## src/rtl/flash_cmd_pkg.sv

```systemverilog
package flash_cmd_pkg;

    typedef enum logic [3:0] {
        ST_INIT,   // reset recovery
        ST_READ,   // array read, idle
        ST_UNL1,   // first unlock seen
        ST_UNL2,   // second unlock seen
        ST_PDATA,  // waiting for program data
        ST_PBUSY,  // embedded program running
        ST_ES0,    // erase setup seen
        ST_ES1,    // erase: first unlock again
        ST_ES2,    // erase: second unlock again
        ST_EBUSY,  // embedded erase running
        ST_SUSP,   // erase on hold
        ST_AUTO,   // identifier mode
        ST_BYP,    // fast-program mode idle
        ST_BEXIT   // fast-program exit pending
    } fcc_state_e;

    localparam logic [7:0] OP_PROGRAM = 8'hA0;
    localparam logic [7:0] OP_ESETUP  = 8'h80;
    localparam logic [7:0] OP_CHIP    = 8'h10;
    localparam logic [7:0] OP_SECTOR  = 8'h30;
    localparam logic [7:0] OP_RESUME  = 8'h30;
    localparam logic [7:0] OP_IDENT   = 8'h90;
    localparam logic [7:0] OP_EXIT    = 8'hF0;
    localparam logic [7:0] OP_SUSPEND = 8'hB0;
    localparam logic [7:0] OP_FASTPGM = 8'h20;
    localparam logic [7:0] OP_FASTEND = 8'h00;

endpackage

```

## src/rtl/fcc_timer.sv

```systemverilog
module fcc_timer #(
    parameter int CW       = 8,
    parameter int LOAD     = 10,
    parameter int RST_LOAD = 0
) (
    input  logic clk,
    input  logic rst_n,
    input  logic start,
    input  logic hold,
    output logic busy,
    output logic done
);
    typedef struct packed {
        logic [CW-1:0] cnt;
        logic          run;
    } tmr_t;

    tmr_t q, d;

    assign done = q.run && !hold && (q.cnt == CW'(1));
    assign busy = q.run;

    always_comb begin
        d = q;
        if (start) begin
            d.cnt = CW'(LOAD);
            d.run = 1'b1;
        end else if (q.run && !hold) begin
            if (q.cnt == CW'(1)) begin
                d.cnt = '0;
                d.run = 1'b0;
            end else begin
                d.cnt = q.cnt - CW'(1);
            end
        end
    end

    always_ff @(posedge clk or negedge rst_n) begin
        if (!rst_n) begin
            q.cnt <= CW'(RST_LOAD);
            q.run <= (RST_LOAD != 0);
        end else begin
            q <= d;
        end
    end
endmodule

```

## src/rtl/fcc_array.sv

```systemverilog
module fcc_array #(
    parameter int AW = 6,
    parameter int DW = 8,
    parameter int SW = 2
) (
    input  logic                  clk,
    input  logic [AW-1:0]         rd_addr,
    output logic [DW-1:0]         rd_data,
    input  logic                  prog_en,
    input  logic [AW-1:0]         prog_addr,
    input  logic [DW-1:0]         prog_data,
    input  logic                  erase_en,
    input  logic [(1<<SW)-1:0]    erase_mask
);
    localparam int DEPTH = 1 << AW;
    localparam int SBITS = AW - SW;

    // cells start erased
    logic [DW-1:0] cell_q [DEPTH] = '{default: '1};

    assign rd_data = cell_q[rd_addr];

    always_ff @(posedge clk) begin
        for (int i = 0; i < DEPTH; i++) begin
            if (erase_en && erase_mask[i >> SBITS]) begin
                cell_q[i] <= '1;
            end else if (prog_en && (prog_addr == AW'(i))) begin
                cell_q[i] <= cell_q[i] & prog_data;
            end
        end
    end
endmodule

```

## src/rtl/fcc_seq.sv

```systemverilog
module fcc_seq
    import flash_cmd_pkg::*;
#(
    parameter int               AW = 6,
    parameter int               DW = 8,
    parameter int               SW = 2,
    parameter logic [(1<<SW)-1:0] PROT_MASK = '0,
    parameter logic [AW-1:0]    UA1 = '0,
    parameter logic [AW-1:0]    UA2 = '0,
    parameter logic [7:0]       UD1 = 8'hAA,
    parameter logic [7:0]       UD2 = 8'h55,
    parameter logic [DW-1:0]    MFR_ID = '0,
    parameter logic [DW-1:0]    DEV_ID = '0
) (
    input  logic                  clk,
    input  logic                  rst_n,
    input  logic                  wr_en,
    input  logic [AW-1:0]         wr_addr,
    input  logic [DW-1:0]         wr_data,
    input  logic                  rd_en,
    input  logic                  rd_a0,
    input  logic                  rd_a1,
    input  logic [SW-1:0]         rd_sect,
    input  logic [DW-1:0]         arr_rdata,
    input  logic                  ptmr_done,
    input  logic                  etmr_done,
    output logic                  ptmr_start,
    output logic                  etmr_start,
    output logic                  etmr_hold,
    output logic                  prog_en,
    output logic [AW-1:0]         prog_addr,
    output logic [DW-1:0]         prog_data,
    output logic                  erase_en,
    output logic [(1<<SW)-1:0]    erase_mask,
    output logic [DW-1:0]         rd_data,
    output logic                  ready,
    output logic                  susp
);
    localparam int NSECT = 1 << SW;

    typedef struct packed {
        fcc_state_e       st;
        logic             fast;
        logic             susp;
        logic [AW-1:0]    laddr;
        logic [DW-1:0]    ldata;
        logic [NSECT-1:0] emask;
        logic             tog;
        logic [DW-1:0]    rdata;
    } seq_t;

    seq_t q, d;

    logic [7:0]       cmd;
    logic [SW-1:0]    wsect;
    logic             at1, at2;
    logic [NSECT-1:0] pick;
    logic             busy_st;
    fcc_state_e       home;

    assign prog_addr  = q.laddr;
    assign prog_data  = q.ldata;
    assign erase_mask = q.emask;
    assign rd_data    = q.rdata;
    assign susp       = q.susp;
    assign etmr_hold  = q.susp;
    assign busy_st    = (q.st == ST_PBUSY) || (q.st == ST_EBUSY);
    assign ready      = !(busy_st || (q.st == ST_INIT));

    always_comb begin
        d          = q;
        ptmr_start = 1'b0;
        etmr_start = 1'b0;
        prog_en    = 1'b0;
        erase_en   = 1'b0;
        cmd        = wr_data[7:0];
        wsect      = wr_addr[AW-1 -: SW];
        at1        = (wr_addr == UA1);
        at2        = (wr_addr == UA2);
        pick       = '0;
        home       = q.susp ? ST_SUSP : (q.fast ? ST_BYP : ST_READ);

        case (q.st)
            ST_INIT: if (ptmr_done) d.st = ST_READ;
            ST_READ: if (wr_en && at1 && cmd == UD1) d.st = ST_UNL1;
            ST_UNL1: if (wr_en) d.st = (at2 && cmd == UD2) ? ST_UNL2 : home;
            ST_UNL2: if (wr_en) begin
                d.st = home;
                if (at1 && cmd == OP_PROGRAM) begin
                    d.st = ST_PDATA;
                end else if (at1 && !q.susp && cmd == OP_IDENT) begin
                    d.st = ST_AUTO;
                end else if (at1 && !q.susp && cmd == OP_ESETUP) begin
                    d.st = ST_ES0;
                end else if (at1 && !q.susp && cmd == OP_FASTPGM) begin
                    d.st   = ST_BYP;
                    d.fast = 1'b1;
                end
            end
            ST_PDATA: if (wr_en) begin
                d.laddr = wr_addr;
                d.ldata = wr_data;
                if (!PROT_MASK[wsect] && !(q.susp && q.emask[wsect])) begin
                    d.st       = ST_PBUSY;
                    ptmr_start = 1'b1;
                end else begin
                    d.st = home;
                end
            end
            ST_PBUSY: if (ptmr_done) begin
                prog_en = 1'b1;
                d.st    = home;
            end
            ST_ES0: if (wr_en) d.st = (at1 && cmd == UD1) ? ST_ES1 : home;
            ST_ES1: if (wr_en) d.st = (at2 && cmd == UD2) ? ST_ES2 : home;
            ST_ES2: if (wr_en) begin
                if (at1 && cmd == OP_CHIP) begin
                    pick = ~PROT_MASK;
                end else if (cmd == OP_SECTOR) begin
                    pick = (NSECT'(1) << wsect) & ~PROT_MASK;
                end
                if (pick != '0) begin
                    d.emask    = pick;
                    d.st       = ST_EBUSY;
                    etmr_start = 1'b1;
                end else begin
                    d.st = home;
                end
            end
            ST_EBUSY: begin
                if (etmr_done) begin
                    erase_en = 1'b1;
                    d.emask  = '0;
                    d.st     = ST_READ;
                end else if (wr_en && cmd == OP_SUSPEND) begin
                    d.susp = 1'b1;
                    d.st   = ST_SUSP;
                end
            end
            ST_SUSP: if (wr_en) begin
                if (cmd == OP_RESUME) begin
                    d.susp = 1'b0;
                    d.st   = ST_EBUSY;
                end else if (at1 && cmd == UD1) begin
                    d.st = ST_UNL1;
                end
            end
            ST_AUTO: if (wr_en && cmd == OP_EXIT) d.st = ST_READ;
            ST_BYP: if (wr_en) begin
                if (cmd == OP_PROGRAM)    d.st = ST_PDATA;
                else if (cmd == OP_IDENT) d.st = ST_BEXIT;
            end
            ST_BEXIT: if (wr_en) begin
                if (cmd == OP_FASTEND) begin
                    d.fast = 1'b0;
                    d.st   = ST_READ;
                end else begin
                    d.st = ST_BYP;
                end
            end
            default: d.st = ST_READ;
        endcase

        // read return path
        if (rd_en) begin
            if (busy_st) begin
                d.rdata    = '0;
                d.rdata[7] = (q.st == ST_PBUSY) ? ~q.ldata[7] : 1'b0;
                d.rdata[6] = q.tog;
                d.tog      = ~q.tog;
            end else if (q.st == ST_AUTO) begin
                if (rd_a0)      d.rdata = DEV_ID;
                else if (rd_a1) d.rdata = DW'(PROT_MASK[rd_sect]);
                else            d.rdata = MFR_ID;
            end else begin
                d.rdata = arr_rdata;
            end
        end
    end

    always_ff @(posedge clk or negedge rst_n) begin
        if (!rst_n) begin
            q.st    <= ST_INIT;
            q.fast  <= 1'b0;
            q.susp  <= 1'b0;
            q.laddr <= '0;
            q.ldata <= '0;
            q.emask <= '0;
            q.tog   <= 1'b0;
            q.rdata <= '0;
        end else begin
            q <= d;
        end
    end
endmodule

```

## src/rtl/flash_cmd_ctrl.sv

```systemverilog
module flash_cmd_ctrl #(
    parameter int                 AW         = 6,
    parameter int                 DW         = 8,
    parameter int                 SW         = 2,
    parameter logic [(1<<SW)-1:0] PROT_MASK  = 4'b1000,
    parameter logic [AW-1:0]      UNLK_ADDR1 = 'h15,
    parameter logic [AW-1:0]      UNLK_ADDR2 = 'h2A,
    parameter logic [7:0]         UNLK_DATA1 = 8'hAA,
    parameter logic [7:0]         UNLK_DATA2 = 8'h55,
    parameter logic [DW-1:0]      MFR_ID     = 'h01,
    parameter logic [DW-1:0]      DEV_ID     = 'hDA,
    parameter int                 PGM_CYC    = 12,
    parameter int                 ERS_CYC    = 60,
    parameter int                 RST_CYC    = 5
) (
    input  logic          clk,
    input  logic          rst_n,
    input  logic          wr_en,
    input  logic [AW-1:0] wr_addr,
    input  logic [DW-1:0] wr_data,
    input  logic          rd_en,
    input  logic [AW-1:0] rd_addr,
    output logic [DW-1:0] rd_data,
    output logic          ready
);
    localparam int NSECT = 1 << SW;
    localparam int MAXC  = (PGM_CYC > ERS_CYC) ?
                           ((PGM_CYC > RST_CYC) ? PGM_CYC : RST_CYC) :
                           ((ERS_CYC > RST_CYC) ? ERS_CYC : RST_CYC);
    localparam int CW    = $clog2(MAXC + 1);

    logic             ptmr_start, ptmr_busy, ptmr_done;
    logic             etmr_start, etmr_hold, etmr_busy, etmr_done;
    logic             prog_en, erase_en, susp;
    logic [AW-1:0]    prog_addr;
    logic [DW-1:0]    prog_data, arr_rdata;
    logic [NSECT-1:0] erase_mask;

    // program timer doubles as reset-recovery timer
    fcc_timer #(.CW(CW), .LOAD(PGM_CYC), .RST_LOAD(RST_CYC)) u_ptmr (
        .clk(clk), .rst_n(rst_n), .start(ptmr_start), .hold(1'b0),
        .busy(ptmr_busy), .done(ptmr_done)
    );

    fcc_timer #(.CW(CW), .LOAD(ERS_CYC), .RST_LOAD(0)) u_etmr (
        .clk(clk), .rst_n(rst_n), .start(etmr_start), .hold(etmr_hold),
        .busy(etmr_busy), .done(etmr_done)
    );

    fcc_array #(.AW(AW), .DW(DW), .SW(SW)) u_array (
        .clk(clk), .rd_addr(rd_addr), .rd_data(arr_rdata),
        .prog_en(prog_en), .prog_addr(prog_addr), .prog_data(prog_data),
        .erase_en(erase_en), .erase_mask(erase_mask)
    );

    fcc_seq #(
        .AW(AW), .DW(DW), .SW(SW), .PROT_MASK(PROT_MASK),
        .UA1(UNLK_ADDR1), .UA2(UNLK_ADDR2), .UD1(UNLK_DATA1), .UD2(UNLK_DATA2),
        .MFR_ID(MFR_ID), .DEV_ID(DEV_ID)
    ) u_seq (
        .clk(clk), .rst_n(rst_n),
        .wr_en(wr_en), .wr_addr(wr_addr), .wr_data(wr_data),
        .rd_en(rd_en), .rd_a0(rd_addr[0]), .rd_a1(rd_addr[1]),
        .rd_sect(rd_addr[AW-1 -: SW]), .arr_rdata(arr_rdata),
        .ptmr_done(ptmr_done), .etmr_done(etmr_done),
        .ptmr_start(ptmr_start), .etmr_start(etmr_start), .etmr_hold(etmr_hold),
        .prog_en(prog_en), .prog_addr(prog_addr), .prog_data(prog_data),
        .erase_en(erase_en), .erase_mask(erase_mask),
        .rd_data(rd_data), .ready(ready), .susp(susp)
    );
endmodule

```

## config.mk

```make
export PLATFORM = sky130hd
export DESIGN_NAME = flash_cmd_ctrl
export DESIGN_NICKNAME = d
export VERILOG_FILES = /design/src/rtl/flash_cmd_pkg.sv /design/src/rtl/fcc_timer.sv /design/src/rtl/fcc_array.sv /design/src/rtl/fcc_seq.sv /design/src/rtl/flash_cmd_ctrl.sv
export SDC_FILE = /design/constraint.sdc
export NUM_CORES = 1
export LEC_CHECK = 0
export BUFFER_PORTS_ARGS = -buffer_cell sky130_fd_sc_hd__buf_2
export CAP_MARGIN = 30
export CORE_MARGIN = 2
export CORE_UTILIZATION = 50
export CTS_CLUSTER_SIZE = 40
export DETAILED_ROUTE_END_ITERATION = 8
export PLACE_DENSITY = 0.66
export SLEW_MARGIN = 20
export SYNTH_ARGS = -nofsm -noshare
export SYNTH_HDL_FRONTEND = slang
export SYNTH_SLANG_ARGS = --single-unit
```

## constraint.sdc

```tcl
create_clock -name clk -period 4.41 [get_ports clk]
set_input_delay 0 -clock clk [delete_from_list [all_inputs] [get_ports clk]]
set_output_delay 0 -clock clk [all_outputs]
set_load 0.01 [all_outputs]
```

==> results of run 1 <==
## logic make-up after synthesis
group	Yosys count	synth area share, %
AND/OR/NAND/NOR	943	14.49
AO/OA/AOI/OAI	368	9.430
adder cells (fa/ha/maj)	4	0.1820
flip-flops	558	60.09
XOR/XNOR	7	0.2229
buffers and inverters	169	2.547
multiplexers	182	13.04
## synthesized netlist by cell type (14+ instances only)
| cell type | number |
|---|---|
| a21o_1 | 210 |
| a21oi_1 | 27 |
| buf_2 | 20 |
| clkbuf_1 | 110 |
| dfrtp_1 | 43 |
| edfxtp_1 | 512 |
| inv_1 | 21 |
| mux2_2 | 20 |
| mux2i_1 | 23 |
| mux4_2 | 139 |
| nand2_1 | 719 |
| nand2b_1 | 14 |
| nand3_1 | 23 |
| nor2_1 | 66 |
| nor2b_1 | 17 |
| nor3_1 | 20 |
| o21ai_0 | 54 |
## layout make-up
class / instances / area, µm²
Fill cell: 4387 / 23550
Sequential cell: 558 / 16540
Multi-Input combinational cell: 1504 / 10280
Clock buffer: 81 / 1607
Timing Repair Buffer: 126 / 918.4
Tap cell: 696 / 870.8
Clock inverter: 24 / 281.5
Inverter: 24 / 90.09
## per-stage QoR
stage / cell area (µm²) / std cells
3_3_place_gp: 28360 / 2868
6_report: 30590 / 3013
3_5_place_dp: 28430 / 2879
5_1_grt: 30590 / 3013
4_1_cts: 30560 / 3008
2_1_floorplan: 27510 / 2231
## routing by layer
metal  up-vias  part of all wire [%]
li1       8296                     -
met1      9676                    40
met2      1035                    47
met3       153                    10
met4         0                   3.1
met5         -                     0
## power groups by stage
stage	combinational, mW	clock (mW)	sequential (mW)
detailed placement	2.01	0	6.65
global placement	2.00	0	6.65
floorplan	1.66	0	6.07
CTS	2.04	4.99	6.54
finish	2.07	4.94	6.56
global route	2.21	5.20	6.59
## timing repair
item	4_1_cts	5_1_grt
endpoints found under the hold margin	77	0
gates resized for setup	0	0
endpoints found under the setup margin	0	0
hold buffers	24	0
## worst min path at each step
stage,slack [ns],cells after the start,startpoint,end
detailed placement,0.04,1,rst_n,u_seq.q[28]
floorplan,-0.30,0,rst_n,u_etmr.busy
finish,0.18,3,wr_addr[3],u_seq.prog_addr[3]
global placement,0.26,1,rst_n,u_seq.etmr_hold
CTS,0.16,3,wr_addr[3],u_seq.prog_addr[3]
global route,0.18,3,wr_addr[3],u_seq.prog_addr[3]
## flip-flops by register name, indices dropped and copies added, names as in the netlist
| signal | count |
|---|---|
| u_array.cell_q | 512 |
| u_etmr.busy | 1 |
| u_etmr.q | 6 |
| u_ptmr.busy | 1 |
| u_ptmr.q | 6 |
| u_seq.erase_mask | 3 |
| u_seq.etmr_hold | 1 |
| u_seq.prog_addr | 6 |
| u_seq.prog_data | 8 |
| u_seq.q | 6 |
| u_seq.rd_data | 8 |
## worst max-delay path: stages, from the launching register on
cell and delay (ns):
dfstp_2 0.55, ha_1 0.14, or4b_1 0.49, or3_1 0.46
or4_4 0.52, nor2_2 0.42, nand2_1 0.33, nand2_1 0.39
==> impl_metrics.csv, run 1 <==
group,metric,value,unit
placement,portBuffers,32,
clock_network,ctsLongestPathBuffers,3,
logic_synthesis,yosys-top-cells-area,"edfxtp_1, mux4_2, nand2_1, a21o_1, dfrtp_1",
timing,max_slew.worst_pin.slew,0.9885,ns
timing,finClkSkew,0.02026,ns
logic_synthesis,synth_flop_cell,"edfxtp_1",
cells_and_area,drive_gt1_share,16.66,%
timing,post-route-period-util,82.13,%
global_routing,met3_usage,6.617,%
timing,final-hold-violation-count,0,
pwr,power.density,443.6,nW/µm²
cells_and_area,area_growth,11.20,%
pwr,p_clk_share,36.4,%
logic_synthesis,syn-cell-area,27510,µm²
pwr,p_int,9.329,mW
global_routing,antenna_found_initial,1,
detailed_routing,initialDrtViolationCount,2262,
floorplan,boundaryPins,33,
logic_synthesis,syn_nets,2259,
timing,fin_crit,3.622,ns
pwr,swShare,31.25,%
detailed_routing,routed_wl,77360,µm
floorplan,placementRows,85,
cells_and_area,utilization,56.51,%
logic_synthesis,synthArstFlopShare,8.244,%
logic_synthesis,netlist.area_leader.share,55.90,%
clock_network,clockRootBuffer,"clkbuf_16",
floorplan,die_x,238.5,µm
critical_path,cp_max_fo,9,
timing,hold_slack,0.1775,ns
floorplan,die_h,238.5,µm
timing,setup_viol,0,
critical_path,crit_required,4.71,ns
logic_synthesis,synth_edf_count,512,
run_status,run_status,"complete, no violations",
critical_path,r2r_setup_slack,0.79,ns
critical_path,crit_path_start,"u_ptmr.q[1]",
placement,place_congestion,0.9055,
clock_network,cts_sinks,558,
logic_synthesis,ys_warn_count,0,
cells_and_area,nets,2299,
global_routing,grt_pass1_vias,18823,
cells_and_area,antennaDiodeCount,0,
critical_path,critPathLaunchType,"flop",
global_routing,busiest_layer,"met2",
clock_network,clkTransAtPathRegs,0.06,ns
logic_synthesis,synthCells,2231,
critical_path,r2r-end,"u_array.cell_q[24][3]",
timing,rsz0062_at_grt,"no",
hold_path,hold_path_class,"input port to flop",
detailed_routing,vias,19160,
cells_and_area,layout_common_cells,"nand2_1, edfxtp_1, a21o_1",
logic_synthesis,avgSynthCellArea,12.33,µm²
critical_path,end_kind,"flop",
critical_path,endpoint,"u_array.cell_q[24][3]",
critical_path,reg2reg_from,"u_ptmr.q[1]",
floorplan,start_util,50.81,%
floorplan,core-area,54130,µm²
global_routing,met1_usage,37.90,%
floorplan,dieArea,56900,µm²
job,cap_violations,0,
logic_synthesis,ys_ff_latch,558,
logic_synthesis,synth_cell_type_count,76,
detailed_routing,first_pass_iters,6,
global_routing,overflow,0,
global_routing,use_met2,43.41,%
timing,timing.final.ws_setup,0.7880,ns
pwr,p_seq_share,48.4,%
timing,slew_violations,0,
clock_network,tritoncts,"yes",
clock_network,h-tree-depth,2,
placement,pre_cts_slack,0.7281,ns
critical_path,crit_arrival,3.92,ns
placement,dpl.hpwl,51750,µm
pwr,p_comb_share,15.2,%
critical_path,crit_type,"flop to flop",
critical_path,worst-r2r-cell-count,7,
detailed_routing,antenna_left,0,
timing,setup_tns,0,ns
timing,fmax,276.1,MHz
global_routing,grt_start_max_net_pins,57,
clock_network,insertion_delay,0.64,ns
detailed_routing,avgRoutedWirePerCell,25.68,µm
cells_and_area,final_common_cell,"nand2_1",
global_routing,grt_pass1_wl,117200,µm
detailed_routing,drc,0,
pwr,peakVddDrop,0.3502,mV
global_routing,grtUsageTotal,27.49,%
logic_synthesis,ys_seq_area_share,60.09,%
clock_network,cts_setup_buffers,0,
pwr,leakage,11.20,nW
timing,slew_headroom,34.10,%
detailed_routing,vias_per_cell,6.359,
pwr,p_switching,4.240,mW
clock_network,cts_buffers,57,
logic_synthesis,yosysTopAreaCell,"edfxtp_1",
pwr,total_power,13.57,mW
(Power assumes the default switching activity.)
==> inputs of run 2 (changes only) <==
--- a/config.mk
+++ b/config.mk
@@ -11,7 +11,7 @@
 export CORE_UTILIZATION = 50
 export CTS_CLUSTER_SIZE = 40
 export DETAILED_ROUTE_END_ITERATION = 8
-export PLACE_DENSITY = 0.66
+export PLACE_DENSITY = 0.68
 export SLEW_MARGIN = 20
 export SYNTH_ARGS = -nofsm -noshare
 export SYNTH_HDL_FRONTEND = slang
==> constraint.sdc (replaced) <==
create_clock -name clk -period 3.3 [get_ports clk]
set_input_delay 0 -clock clk [delete_from_list [all_inputs] [get_ports clk]]
set_output_delay 0 -clock clk [all_outputs]
set_load 0.01 [all_outputs]
==> run 2 against run 1 <==
- non-clock buffer count rose by 88
- die area did not move
- first-iteration DRC count barely moved
- power rose by 32%
- maximum frequency rose by 15%
- critical path depth rose by 1
- critical path type unchanged
- critical endpoint is now u_array.cell_q[32][1]
==> impl_metrics.csv, run 2 (synthesized netlist as in run 1, its figures left out) <==
group,metric,value,unit
run_status,run_status,"complete, no violations",
critical_path,cp_slowest_stage_delay,0.54,ns
critical_path,crit_arrival,3.44,ns
cells_and_area,layout.cells.non_filler,3100,
floorplan,start_util,50.81,%
timing,rsz0062_at_grt,"no",
cells_and_area,final_common_cell,"nand2_1",
critical_path,reg2reg_from,"u_ptmr.q[1]",
pwr,p_clk_share,34.9,%
clock_network,clockRootBuffer,"clkbuf_16",
timing,setup_tns,0,ns
global_routing,grt_pass1_wl,116900,µm
detailed_routing,vias,19417,
pwr,power.density,571.4,nW/µm²
pwr,peakVddDrop,0.4294,mV
pwr,leakage,11.61,nW
critical_path,cp_slowest_cell,"dfstp_2",
floorplan,die_x,238.5,µm
timing,setup_viol,0,
timing,post-route-period-util,95.86,%
timing,finClkSkew,0.03564,ns
cells_and_area,largest_reg_flops,512,
placement,portBuffers,32,
hold_path,holdPathEnd,"u_seq.prog_addr[2]",
critical_path,crit_type,"flop to flop",
cells_and_area,area_growth,13.82,%
detailed_routing,avgRoutedWirePerCell,24.62,µm
floorplan,die_h,238.5,µm
clock_network,tritoncts,"yes",
pwr,p_comb_share,17.1,%
critical_path,r2r-end,"u_array.cell_q[32][1]",
timing,max_slew.worst_pin.slew,0.9574,ns
global_routing,overflow,0,
clock_network,h-tree-depth,2,
hold_path,min_from,"wr_addr[2]",
global_routing,antenna_found_initial,1,
global_routing,grtUsageTotal,27.19,%
detailed_routing,first_pass_iters,6,
timing,slew_headroom,36.17,%
floorplan,core-area,54130,µm²
critical_path,r2r_setup_slack,0.14,ns
timing,slew_violations,0,
clock_network,clkTransAtPathRegs,0.07,ns
pwr,p_seq_share,48.0,%
critical_path,worst-r2r-cell-count,8,
placement,place_congestion,0.9078,
hold_path,hold_path_class,"input port to flop",
floorplan,placementRows,85,
pwr,p_int,12.26,mW
critical_path,end_kind,"flop",
critical_path,crit_required,3.58,ns
timing,final-hold-violation-count,0,
detailed_routing,antenna_left,0,
detailed_routing,initialDrtViolationCount,2263,
cells_and_area,drive_gt1_share,20.01,%
clock_network,cts_sinks,558,
timing,fmax,316.1,MHz
cells_and_area,layout_common_cells,"nand2_1, edfxtp_1, a21o_1",
cells_and_area,largest-register,"u_array.cell_q",
clock_network,ctsLongestPathBuffers,3,
timing,fin_crit,3.163,ns
clock_network,insertion_delay,0.63,ns
pwr,p_switching,5.628,mW
cells_and_area,nets,2388,
detailed_routing,vias_per_cell,6.264,
critical_path,critPathLaunchType,"flop",
detailed_routing,routed_wl,76330,µm
floorplan,boundaryPins,33,
global_routing,grt_start_max_net_pins,42,
pwr,swShare,31.46,%
job,cap_violations,0,
floorplan,dieArea,56900,µm²
clock_network,cts_buffers,58,
detailed_routing,drc,0,
placement,dpl.cell_count,2972,
hold_path,hold_depth,3,
pwr,total_power,17.89,mW
critical_path,cp_cell_sequence,"ha_1 > or4b_1 > or3_1 > or4_4 > nor3_4 > buf_4 > nand2_2 > nand2_1",
clock_network,cts_resized,0,
global_routing,grt_pass1_vias,18978,
placement,dpl.hpwl,52810,µm
cells_and_area,antennaDiodeCount,0,
critical_path,cp_max_fo,8,
## run 2: cell types whose count changed in the layout (fill, tap and decap cells not counted), moves of 4 or more
cell        before  now
clkinv_1        10    3
inv_4            0    4
clkbuf_8        10    5
o21ai_0         49   54
o21ai_1          5    0
bufinv_16        5    0
buf_2           42   30
buf_4           57  150
clkinvlp_4       1    7
buf_12           1    9
## run 2: cell type report
cell class / instances / area, µm²
tap: 696 / 870.8
sequential: 558 / 16540
inverter: 24 / 90.09
clock buffer: 79 / 1613
clock inverter: 25 / 181.4
multi-input combinational: 1504 / 10280
fill: 4401 / 22820
timing repair buffer: 214 / 1733
## run 2: worst max-delay path: cells and delay by family (launching register included)
family	cells	cell delay, ns
AND/OR/NAND/NOR	6	1.95
flip-flops	1	0.54
buffers and inverters	1	0.19
adder cells (fa/ha/maj)	1	0.13
## run 2: how the worst max path moves through the flow
stage	from	end	cells after the start
after detailed placement	u_ptmr.q[1]	u_array.cell_q[32][1]	8
after CTS	u_ptmr.q[1]	u_array.cell_q[32][1]	8
after global routing	u_ptmr.q[1]	u_array.cell_q[32][5]	8
after floorplan	u_ptmr.q[1]	u_array.cell_q[1][0]	7
final	u_ptmr.q[1]	u_array.cell_q[32][1]	8
after global placement	u_ptmr.q[1]	u_array.cell_q[32][5]	8
## run 2: timing repair
action,in CTS,in global routing
endpoints found under the hold margin,73,0
hold buffers,22,0
buffers inserted,0,0
setup endpoints to repair,0,0
## run 2: layer usage
layer	vias to the layer above	part of all wire, %	GRT usage, %	wire length (µm)
met5	-	0	0	0
met4	0	2.8	8.277	2137
met3	130	9.4	5.196	7138
met2	970	47	43.48	36130
met1	9843	41	38.08	30930
li1	8474	-	-	-
## run 2: power by group through the flow
| stage | Sequential (mW) | Clock (mW) | Combinational, mW |
|---|---|---|---|
| after floorplan | 8.11 | 0 | 2.22 |
| after global placement | 8.88 | 0 | 2.66 |
| after detailed placement | 8.78 | 0 | 2.87 |
| after CTS | 8.64 | 6.32 | 2.89 |
| after global routing | 8.62 | 6.59 | 3.25 |
| final | 8.59 | 6.25 | 3.06 |
## run 2: metrics by stage
| step | setup slack [ns] | area (µm²) | hold slack [ns] | util [%] |
|---|---|---|---|---|
| floorplan | 0.1126 | 27510 | -0.2956 | - |
| global placement | 0.2409 | 29190 | 0.2590 | 53.93 |
| detailed placement | 0.1875 | 29260 | -0.001954 | 54.05 |
| CTS | 0.1705 | 31270 | 0.1581 | 57.77 |
| global route | 0.003809 | 31310 | 0.2100 | 57.84 |
| finish | 0.1368 | 31310 | 0.1877 | 57.84 |
